[src/rtl/ccmp_pkg.sv]
package ccmp_pkg;
  localparam int unsigned CNT_W  = 16;
  localparam int unsigned ADDR_W = 4;
  localparam int unsigned NUM_GR = 2;
  localparam int unsigned NUM_CMP = 8;
  localparam int unsigned CTRL_W = NUM_GR + 1;
  localparam int unsigned CTRL_RUN = NUM_GR;

  localparam logic [ADDR_W-1:0] A_CNT  = 4'd0;
  localparam logic [ADDR_W-1:0] A_CTRL = 4'd1;
  localparam logic [ADDR_W-1:0] A_GR0  = 4'd2;
  localparam logic [ADDR_W-1:0] A_STS1 = 4'd4;
  localparam logic [ADDR_W-1:0] A_STS2 = 4'd5;
  localparam int unsigned CMP_BASE = 8;
endpackage

[src/rtl/ccmp_counter.sv]
module ccmp_counter #(
  parameter int unsigned W = 16
) (
  input  logic         clk_i,
  input  logic         rst_ni,
  input  logic         run_i,
  input  logic         ld_i,
  input  logic [W-1:0] ld_val_i,
  output logic [W-1:0] cnt_o,
  output logic         wrap_o
);
  localparam logic [W-1:0] CNT_MAX = '1;

  logic [W-1:0] cnt_q, cnt_d;
  logic         cnt_en;

  always_comb begin
    cnt_en = ld_i | run_i;
    cnt_d  = ld_i ? ld_val_i : (cnt_q + 1'b1);
    wrap_o = run_i & ~ld_i & (cnt_q == CNT_MAX);
  end

  always_ff @(posedge clk_i or negedge rst_ni) begin
    if (!rst_ni)     cnt_q <= '0;
    else if (cnt_en) cnt_q <= cnt_d;
  end

  assign cnt_o = cnt_q;

  p_wrap_to_zero_r3: assert property (@(posedge clk_i) disable iff (!rst_ni)
    wrap_o |=> (cnt_o == '0));
  p_hold_when_idle_r3: assert property (@(posedge clk_i) disable iff (!rst_ni)
    (!run_i && !ld_i) |=> $stable(cnt_o));
endmodule

[src/rtl/ccmp_edge_sync.sv]
module ccmp_edge_sync #(
  parameter int unsigned N = 2
) (
  input  logic         clk_i,
  input  logic         rst_ni,
  input  logic [N-1:0] pin_i,
  output logic [N-1:0] rise_o
);
  for (genvar g = 0; g < N; g++) begin : g_pin
    logic [2:0] sh_q, sh_d;

    always_comb sh_d = {sh_q[1:0], pin_i[g]};

    always_ff @(posedge clk_i or negedge rst_ni) begin
      if (!rst_ni) sh_q <= '0;
      else         sh_q <= sh_d;
    end

    assign rise_o[g] = sh_q[1] & ~sh_q[2];

    p_rise_single_r5: assert property (@(posedge clk_i) disable iff (!rst_ni)
      rise_o[g] |=> !rise_o[g]);
    p_rise_needs_pin_r5: assert property (@(posedge clk_i) disable iff (!rst_ni)
      rise_o[g] |-> $past(pin_i[g], 2));
  end
endmodule

[src/rtl/ccmp_match.sv]
module ccmp_match #(
  parameter int unsigned W = 16,
  parameter int unsigned N = 2
) (
  input  logic                clk_i,
  input  logic                rst_ni,
  input  logic [W-1:0]        cnt_i,
  input  logic [N-1:0][W-1:0] ref_i,
  input  logic [N-1:0]        en_i,
  output logic [N-1:0]        evt_o
);
  logic [N-1:0] eq, eq_q;

  for (genvar g = 0; g < N; g++) begin : g_cmp
    assign eq[g]    = (cnt_i == ref_i[g]);
    assign evt_o[g] = eq[g] & ~eq_q[g] & en_i[g];

    p_evt_once_r8: assert property (@(posedge clk_i) disable iff (!rst_ni)
      evt_o[g] |=> !evt_o[g]);
  end

  // Reset to "already equal" so reset values that coincide do not report a match.
  always_ff @(posedge clk_i or negedge rst_ni) begin
    if (!rst_ni) eq_q <= '1;
    else         eq_q <= eq;
  end
endmodule

[src/rtl/ccmp_flag_bank.sv]
module ccmp_flag_bank #(
  parameter int unsigned N = 2
) (
  input  logic         clk_i,
  input  logic         rst_ni,
  input  logic [N-1:0] set_i,
  input  logic         rd_i,
  input  logic         wr_i,
  input  logic [N-1:0] wdata_i,
  output logic [N-1:0] flag_o
);
  logic [N-1:0] flag_q, flag_d;
  logic [N-1:0] armed_q, armed_d;
  logic [N-1:0] clr;

  always_comb begin
    clr     = {N{wr_i}} & armed_q & ~wdata_i;
    flag_d  = set_i | (flag_q & ~clr);
    if (wr_i)      armed_d = '0;
    else if (rd_i) armed_d = flag_q;
    else           armed_d = armed_q;
  end

  always_ff @(posedge clk_i or negedge rst_ni) begin
    if (!rst_ni) begin
      flag_q  <= '0;
      armed_q <= '0;
    end else begin
      flag_q  <= flag_d;
      armed_q <= armed_d;
    end
  end

  assign flag_o = flag_q;

  for (genvar g = 0; g < N; g++) begin : g_chk
    p_set_wins_r12: assert property (@(posedge clk_i) disable iff (!rst_ni)
      set_i[g] |=> flag_o[g]);
    p_no_self_set_r10: assert property (@(posedge clk_i) disable iff (!rst_ni)
      (!flag_o[g] && !set_i[g]) |=> !flag_o[g]);
    p_clear_needs_arm_r9: assert property (@(posedge clk_i) disable iff (!rst_ni)
      (flag_o[g] && !(wr_i && armed_q[g] && !wdata_i[g])) |=> flag_o[g]);
  end
endmodule

[src/rtl/ccmp_timer.sv]
module ccmp_timer
  import ccmp_pkg::*;
#(
  parameter int unsigned W  = CNT_W,
  parameter int unsigned NC = NUM_CMP
) (
  input  logic              clk_i,
  input  logic              rst_ni,
  input  logic [ADDR_W-1:0] addr_i,
  input  logic              rd_i,
  input  logic              wr_i,
  input  logic [W-1:0]      wdata_i,
  output logic [W-1:0]      rdata_o,
  input  logic [NUM_GR-1:0] cap_i,
  output logic [NUM_GR-1:0] gr_match_o,
  output logic [NC-1:0]     cmp_match_o
);
  localparam int unsigned S2_W = NC + 1;

  // Reset: asserted asynchronously, released on the clock.
  logic [1:0] rs_q;
  logic       rst_n;
  always_ff @(posedge clk_i or negedge rst_ni) begin
    if (!rst_ni) rs_q <= '0;
    else         rs_q <= {rs_q[0], 1'b1};
  end
  assign rst_n = rs_q[1];

  logic [CTRL_W-1:0]          ctrl_q, ctrl_d;
  logic [NUM_GR-1:0][W-1:0]   gr_q, gr_d;
  logic [NC-1:0][W-1:0]       cmp_q, cmp_d;
  logic [NUM_GR-1:0]          gr_match_q, cmp_mode;
  logic [NC-1:0]              cmp_match_q;
  logic [W-1:0]               cnt;
  logic                       wrap, cnt_ld;
  logic [NUM_GR-1:0]          rise, gr_evt, sts1_set, sts1;
  logic [NC-1:0]              cmp_evt;
  logic [S2_W-1:0]            sts2_set, sts2;
  logic                       sel_s1, sel_s2;

  assign cnt_ld   = wr_i && (addr_i == A_CNT);
  assign sel_s1   = (addr_i == A_STS1);
  assign sel_s2   = (addr_i == A_STS2);
  assign cmp_mode = ~ctrl_q[NUM_GR-1:0];

  ccmp_counter #(.W(W)) u_cnt (
    .clk_i(clk_i), .rst_ni(rst_n), .run_i(ctrl_q[CTRL_RUN]),
    .ld_i(cnt_ld), .ld_val_i(wdata_i), .cnt_o(cnt), .wrap_o(wrap)
  );

  ccmp_edge_sync #(.N(NUM_GR)) u_sync (
    .clk_i(clk_i), .rst_ni(rst_n), .pin_i(cap_i), .rise_o(rise)
  );

  ccmp_match #(.W(W), .N(NUM_GR)) u_gr_match (
    .clk_i(clk_i), .rst_ni(rst_n), .cnt_i(cnt), .ref_i(gr_q),
    .en_i(cmp_mode), .evt_o(gr_evt)
  );

  ccmp_match #(.W(W), .N(NC)) u_cmp_match (
    .clk_i(clk_i), .rst_ni(rst_n), .cnt_i(cnt), .ref_i(cmp_q),
    .en_i({NC{1'b1}}), .evt_o(cmp_evt)
  );

  assign sts1_set = (ctrl_q[NUM_GR-1:0] & rise) | gr_evt;
  assign sts2_set = {wrap, cmp_evt};

  ccmp_flag_bank #(.N(NUM_GR)) u_sts1 (
    .clk_i(clk_i), .rst_ni(rst_n), .set_i(sts1_set),
    .rd_i(rd_i && sel_s1), .wr_i(wr_i && sel_s1),
    .wdata_i(wdata_i[NUM_GR-1:0]), .flag_o(sts1)
  );

  ccmp_flag_bank #(.N(S2_W)) u_sts2 (
    .clk_i(clk_i), .rst_ni(rst_n), .set_i(sts2_set),
    .rd_i(rd_i && sel_s2), .wr_i(wr_i && sel_s2),
    .wdata_i(wdata_i[S2_W-1:0]), .flag_o(sts2)
  );

  // Register file next state.
  always_comb begin
    ctrl_d = ctrl_q;
    gr_d   = gr_q;
    cmp_d  = cmp_q;
    if (wr_i && (addr_i == A_CTRL)) ctrl_d = wdata_i[CTRL_W-1:0];
    for (int g = 0; g < NUM_GR; g++) begin
      if (wr_i && (int'(addr_i) == int'(A_GR0) + g)) gr_d[g] = wdata_i;
      if (ctrl_q[g] && rise[g])                      gr_d[g] = cnt;
    end
    for (int k = 0; k < NC; k++) begin
      if (wr_i && (int'(addr_i) == CMP_BASE + k)) cmp_d[k] = wdata_i;
    end
  end

  always_ff @(posedge clk_i or negedge rst_n) begin
    if (!rst_n) begin
      ctrl_q      <= '0;
      gr_q        <= '0;
      cmp_q       <= '0;
      gr_match_q  <= '0;
      cmp_match_q <= '0;
    end else begin
      ctrl_q      <= ctrl_d;
      gr_q        <= gr_d;
      cmp_q       <= cmp_d;
      gr_match_q  <= gr_evt;
      cmp_match_q <= cmp_evt;
    end
  end

  assign gr_match_o  = gr_match_q;
  assign cmp_match_o = cmp_match_q;

  // Read mux.
  always_comb begin
    rdata_o = '0;
    if (addr_i == A_CNT)  rdata_o = cnt;
    if (addr_i == A_CTRL) rdata_o[CTRL_W-1:0] = ctrl_q;
    if (sel_s1)           rdata_o[NUM_GR-1:0] = sts1;
    if (sel_s2)           rdata_o[S2_W-1:0] = sts2;
    for (int g = 0; g < NUM_GR; g++)
      if (int'(addr_i) == int'(A_GR0) + g) rdata_o = gr_q[g];
    for (int k = 0; k < NC; k++)
      if (int'(addr_i) == CMP_BASE + k) rdata_o = cmp_q[k];
  end

  p_ovf_flag_r3: assert property (@(posedge clk_i) disable iff (!rst_n)
    wrap |=> sts2[NC]);

  for (genvar g = 0; g < NUM_GR; g++) begin : g_gr_chk
    p_capture_loads_r4: assert property (@(posedge clk_i) disable iff (!rst_n)
      (ctrl_q[g] && rise[g]) |=> (gr_q[g] == $past(cnt)));
    p_match_once_r8: assert property (@(posedge clk_i) disable iff (!rst_n)
      gr_match_o[g] |=> !gr_match_o[g]);
    p_match_flags_r6: assert property (@(posedge clk_i) disable iff (!rst_n)
      gr_match_o[g] |-> sts1[g]);
  end
endmodule

[config.mk]
export PLATFORM = sky130hd
export DESIGN_NAME = ccmp_timer
export DESIGN_NICKNAME = d
export VERILOG_FILES = /design/src/rtl/ccmp_pkg.sv /design/src/rtl/ccmp_counter.sv /design/src/rtl/ccmp_edge_sync.sv /design/src/rtl/ccmp_match.sv /design/src/rtl/ccmp_flag_bank.sv /design/src/rtl/ccmp_timer.sv
export SDC_FILE = /design/constraint.sdc
export NUM_CORES = 1
export LEC_CHECK = 0
export ABC_AREA = 1
export BUFFER_PORTS_ARGS = -buffer_cell sky130_fd_sc_hd__buf_4
export CAP_MARGIN = 20
export CORE_MARGIN = 2
export CORE_UTILIZATION = 52
export DETAILED_ROUTE_END_ITERATION = 10
export HOLD_SLACK_MARGIN = 0.1
export PLACE_DENSITY = 0.69
export SYNTH_ARGS = -nofsm -noshare
export SYNTH_HDL_FRONTEND = slang
export SYNTH_SLANG_ARGS = --single-unit
[constraint.sdc]
create_clock -name clk_i -period 20.3 [get_ports clk_i]
set_clock_uncertainty 0.1 [all_clocks]
set_input_delay 3.045 -clock clk_i [delete_from_list [all_inputs] [get_ports clk_i]]
set_output_delay 3.045 -clock clk_i [all_outputs]
set_load 0.02 [all_outputs]
# [Word-level counts from Yosys, hierarchy flattened]
# Index checks and enable logic that the tools add are counted.
[classes] bitwise=45 n_reduce_logical=23 addsub=1 mux=23 eq_ne=24
[ops] operator="$mux W16" n=16
[ops] operator="$eq A16 B16 Y1" n=10
[ops] operator="$eq A4 B4 Y1 const B" n=8
[ops] operator="$and A9 B9 Y9" n=3
[ops] operator="$mux W9" n=3
[ops] operator="$logic_and A1 B1 Y1" n=18
[ops] operator="$not A9 Y9" n=2
[ops] operator="$add A16 B1 Y16 const B" n=1
[ops] operator="$and A1 B1 Y1" n=16
[ops] operator="$eq A16 B16 Y1 const B" n=1
[ops] operator="$eq A4 B3 Y1 const B" n=4
[ops] operator="$not A1 Y1" n=13
[ops] operator="$or A9 B9 Y9" n=1
[ops] operator="$and A2 B2 Y2" n=4
[ops] operator="$reduce_bool A2 Y1" n=4
[ops] operator="$mux W2" n=3
[ops] operator="$not A2 Y2" n=3
[ops] operator="$eq A4 B1 Y1 const B" n=1
[ops] operator="$logic_not A4 Y1" n=1
[ops] operator="$or A2 B2 Y2" n=2
[ops] operator="$mux W3" n=1
[ops] operator="$or A1 B1 Y1" n=1
[totals] wordCells=139 ff_bits=229 input_bits=26

# [Longest topological paths before layout]
[logic_depth] depth_word=15 depth_mapped=12

# [Cells and area by module]
# From an unflattened synthesis, not the netlist that was laid out.
[hier_totals] cells_unflattened=2160 hier_area_um2=14014.7
[by_module_without_submodules] mod="ccmp_timer" instances=1 area_each_um2=8094.0 cells_each=1000
[by_module_without_submodules] mod="ccmp_match (u_cmp_match)" instances=1 area_each_um2=2957.8 cells_each=704
[by_module_without_submodules] mod="ccmp_counter" instances=1 area_each_um2=1089.8 cells_each=146
[by_module_without_submodules] mod="ccmp_flag_bank (u_sts2)" instances=1 area_each_um2=789.5 cells_each=94
[by_module_without_submodules] mod="ccmp_match (u_gr_match)" instances=1 area_each_um2=740.7 cells_each=184
[by_module_without_submodules] mod="ccmp_flag_bank (u_sts1)" instances=1 area_each_um2=172.7 cells_each=22
[by_module_without_submodules] mod="ccmp_edge_sync" instances=1 area_each_um2=170.2 cells_each=10

# [Worst setup path before layout]
# No wires, ideal clock.
[synth_timing] kind="input to output" startpoint="in addr_i[0]" endpoint="out rdata_o[5]" setup_slack_ns=13.001 n_path_buf=0 arrival_ns=4.154 cell_stages=11 path_cell_list="nor2_1 > nand2_4 > inv_1 > nand2_1 > o211ai_1 > nor2_1 > nand4_1 > nand2_1 > nand3_1 > nand2_1 > nand2_1"
[synth_via] elab_chain_len=13 elab_cells_between_ends=24
[synth_rtl] element="from (decl)" line_no="ccmp_timer.sv:9" rtl="input logic [ADDR_W-1:0] addr_i,"
[synth_rtl] element="$logic_not A4 Y1" line_no="ccmp_timer.sv:117" rtl="if (addr_i == A_CNT) rdata_o = cnt;"
[synth_rtl] element="$mux W16" line_no="ccmp_timer.sv:117"
[synth_rtl] element="$mux W9" line_no="ccmp_timer.sv:120" rtl="if (sel_s2) rdata_o[S2_W-1:0] = sts2;"
[synth_rtl] element="$mux W16 (2 in series)" line_no="ccmp_timer.sv:122" rtl="if (int'(addr_i) == int'(A_GR0) + g) rdata_o = gr_q[g];"
[synth_rtl] element="$mux W16 (7 in series)" line_no="ccmp_timer.sv:124" rtl="if (int'(addr_i) == CMP_BASE + k) rdata_o = cmp_q[k];"
[synth_rtl] element="$mux W16 (*)" line_no="ccmp_timer.sv:124"
[synth_rtl] element="to (decl)" line_no="ccmp_timer.sv:13" rtl="output logic [W-1:0] rdata_o,"
# Every way passes the cells marked *; elsewhere a longest branch is shown, timed or not.

# [Worst setup path after layout]
[layout_timing] startpoint="in addr_i[2]" endpoint="out rdata_o[4]"
# Same word-level chain as after synthesis.

==> impl_results.md <==
- Die X: 159 microns
- Max-cap violations: 0
- Vias in the first global route: 10200
- Pwr/cell area: 124 mW/mm^2
- CTS Buf Count: 26
- Insertion delay to the later sink of the worst-skew pair: 0.53 ns
- WL/cell: 18.7 microns
- Setup repair bufs after CTS: 0
- Largest net degree at the start of global routing: 73
- Seq cells post-synth: 229
- Sw Share: 37.9%
- Period utilization: 40.1%
- Layout cells sized above 1: 8.78%
- Core Area: 0.0235 sq mm
- Worst Path Arrival: 4.99 ns
- Clk buf depth: 3
- Reg clk slew, reported paths: 0.05 ns
- HP Class: flop to asynchronous set/reset pin
- Synth-to-layout area growth: 11.5%
- Final setup violation count: 0
- Synth warnings: 0
- Net Switching: 650 uW
- Post-layout minimum cycle time: 8.14 ns
- Rel. slew slack: 33.6%
- Post-cts resize count: 0
- Boundary Pins: 52
- Combinational power share: 27.7%
- Most frequent cells in the layout: nand2_1, dfrtp_1, o21ai_0
- Final worst slack: 12.16 ns
- I/O Buffers: 51
- Max FO, Critical Path: 18
- Drt drc: 0
- WHS: 0.164 ns
- Die H: 159 microns
- DP HPWL: 26400 microns
- Vias per cell: 5.61
- Clock Sinks: 229
- Worst slew pin tran: 0.994 ns
- Mean Syn Cell Area: 7.80 sq um
- Via count: 10900
- Tot Pwr: 1.72 mW
- Antenna violations before repair: 2
- Initial DRC count: 1054
- CTS root buf: clkbuf_16
- Initial Util: 52.9%
- Row cnt: 56
- Drt first pass iters: 5
- # H-tree levels: 1
- RSZ-0062 raised after global routing: no
- Layout Nets: 1626
- Syn_nets: 1619
- Final Wtd Congestion: 0.929
- Worst IR drop on VDD: 0.0712 mV
- Global-route usage over all layers: 29.7%
- GR Overflow Total: 0
- CP required: 17.15 ns
- Setup_tns: 0 ns
- Filler cells: 2159
- Final WL: 36200 microns
- Final instance area: 0.0138 sq mm
- Final ANT Viol Nets: 0
- Pre-CTS setup slack: 12.20 ns
- WS Path Type: input port to output port
- First-pass GRT wire length: 57100 microns
- Crit start category: input port
- Final Hold Fails: 0
- Leakage power: 6.66 nW
- Fin. max-slew vios: 0
- Reg power frac: 42.2%
- Most common cell after layout, fill and taps aside: nand2_1
- Seq/Total Area, Yosys: 46.2%
- Die area: 0.0251 sq mm
- Hold Buf Count CTS: 0
- Dpl cell area: 0.0129 sq mm
- TritonCTS clock tree: yes
- Status: completed
- P_int: 1.07 mW
- FMAX: 123 MHz
- Mapped Cells: 1592
- Crit end category: output port
- Post-synth cell types: 36
- Cell Area, Synth: 0.0124 sq mm
- Clock share of power: 30.1%
==> worst paths after layout <==
check | endpoint | depth (start not counted) | startpoint | slack (ns)
worst max register to register | u_sts2.flag_o[5] | 6 | u_cnt.cnt_o[12] | 17.37
max in group asynchronous | rs_q[1] | 1 | rst_ni | 17.82
min in group clk_i | u_sync.g_pin[0].sh_q[1] | 0 | u_sync.g_pin[0].sh_q[0] | 0.25
worst min-delay path | cmp_q[80] | 0 | rs_q[1] | 0.16
worst max-delay path | rdata_o[4] | 13 | addr_i[2] | 12.16
worst min register to register | cmp_q[80] | 0 | rs_q[1] | 0.16
==> flip-flops by register name (all words and copies together), names as in the netlist <==
signal / cells
gr_q: 32
u_cnt.cnt_o: 16
u_sts2.armed_q: 9
u_sync.g_pin.sh_q: 6
u_cmp_match.eq_q: 8
gr_match_o: 2
ctrl_q: 3
u_sts1.armed_q: 2
cmp_match_o: 8
rs_q: 2
u_gr_match.eq_q: 2
u_sts2.flag_o: 9
u_sts1.flag_o: 2
cmp_q: 128
==> Yosys cell counts <==
library cell  count  area share [%]
xor2_1          114             8.0
nand2_1         401              12
dfrtp_1         219              44
conb_1            1           0.030
inv_1           139             4.2
nand2_2           3            0.15
nand3_1          43             1.7
o21ai_2           2            0.14
o211ai_1         26             1.6
nor3_2            1           0.081
a21oi_1          41             1.7
o221ai_1         12            0.85
clkbuf_1         31            0.94
o22ai_1           9            0.45
nand4_1          45             2.3
o21ai_0         190             7.7
nor2_4            2            0.18
clkbuf_8          1            0.11
dfstp_2          10             2.1
nand3b_1          1           0.060
buf_2            37             1.5
nor2_2            8            0.40
nor2_1          156             4.7
nand2_4           4            0.36
nor3b_1           1           0.060
o31ai_1           7            0.42
inv_2             5            0.15
clkinv_1          3           0.091
nor4_1           13            0.65
a31oi_1           4            0.20
o21bai_1          5            0.30
a32o_1            1           0.081
ha_1              1            0.10
nor3_1           42             1.7
or2_2             3            0.15
buf_4            11            0.66
==> final cells by class <==
cell class                 instances  area [sq um]  area share, %
antenna                            2          5.00         0.0361
clock buffer                      40           815           5.88
clock inverter                     7           135          0.976
inverter                         147           552           3.98
multi-input combinational       1136          5730           41.4
sequential                       229          5750           41.5
tap                              319           399           2.88
timing repair buffer              59           465           3.36
==> kinds of logic (layout without fill, tap and decap cells) <==
logic type	count (synthesis)	count (layout)	synth area share [%]
compound gates	297	297	13.3
xor+xnor	114	114	8.04
fa+ha+maj	1	1	0.101
buf+inv	227	253	7.65
flops	229	229	46.2
other cells	1	3	0.0302
simple gates	723	723	24.6
==> worst max-delay path, stage by stage <==
cell	delay, ns
buf_4	0.13
inv_1	0.09
nand2_1	0.14
nor2_2	0.68
inv_1	0.11
o21ai_0	0.18
inv_1	0.06
nand3_1	0.09
nand2_1	0.07
nand3_1	0.10
nand2_1	0.07
nand3_1	0.08
buf_4	0.15
==> stage by stage <==
step                      utilization, %  cells
after floorplan                        -   1592
after global placement              54.7   1887
after detailed placement            54.8   1888
after CTS                           58.9   1935
after global routing                59.0   1937
final                               59.0   1939
==> metal layers <==
layer | part of all wire (%) | vias up | wire length (microns) | track usage (%)
li1 | - | 5201 | - | -
met3 | 8.2 | 73 | 2990 | 5.36
met1 | 44 | 5161 | 16100 | 42.1
met5 | 0 | - | 0 | 0
met2 | 44 | 446 | 16000 | 46.4
met4 | 3.3 | 0 | 1190 | 9.87
==> power by group through the flow <==
stage	Sequential (mW)	Clock [mW]	Combinational (mW)
6_report	0.724	0.516	0.475
5_1_grt	0.739	0.540	0.532
4_1_cts	0.718	0.523	0.472
3_5_place_dp	0.724	0	0.469
3_3_place_gp	0.722	0	0.459
2_1_floorplan	0.635	0	0.406
(Power assumes the default switching activity.)
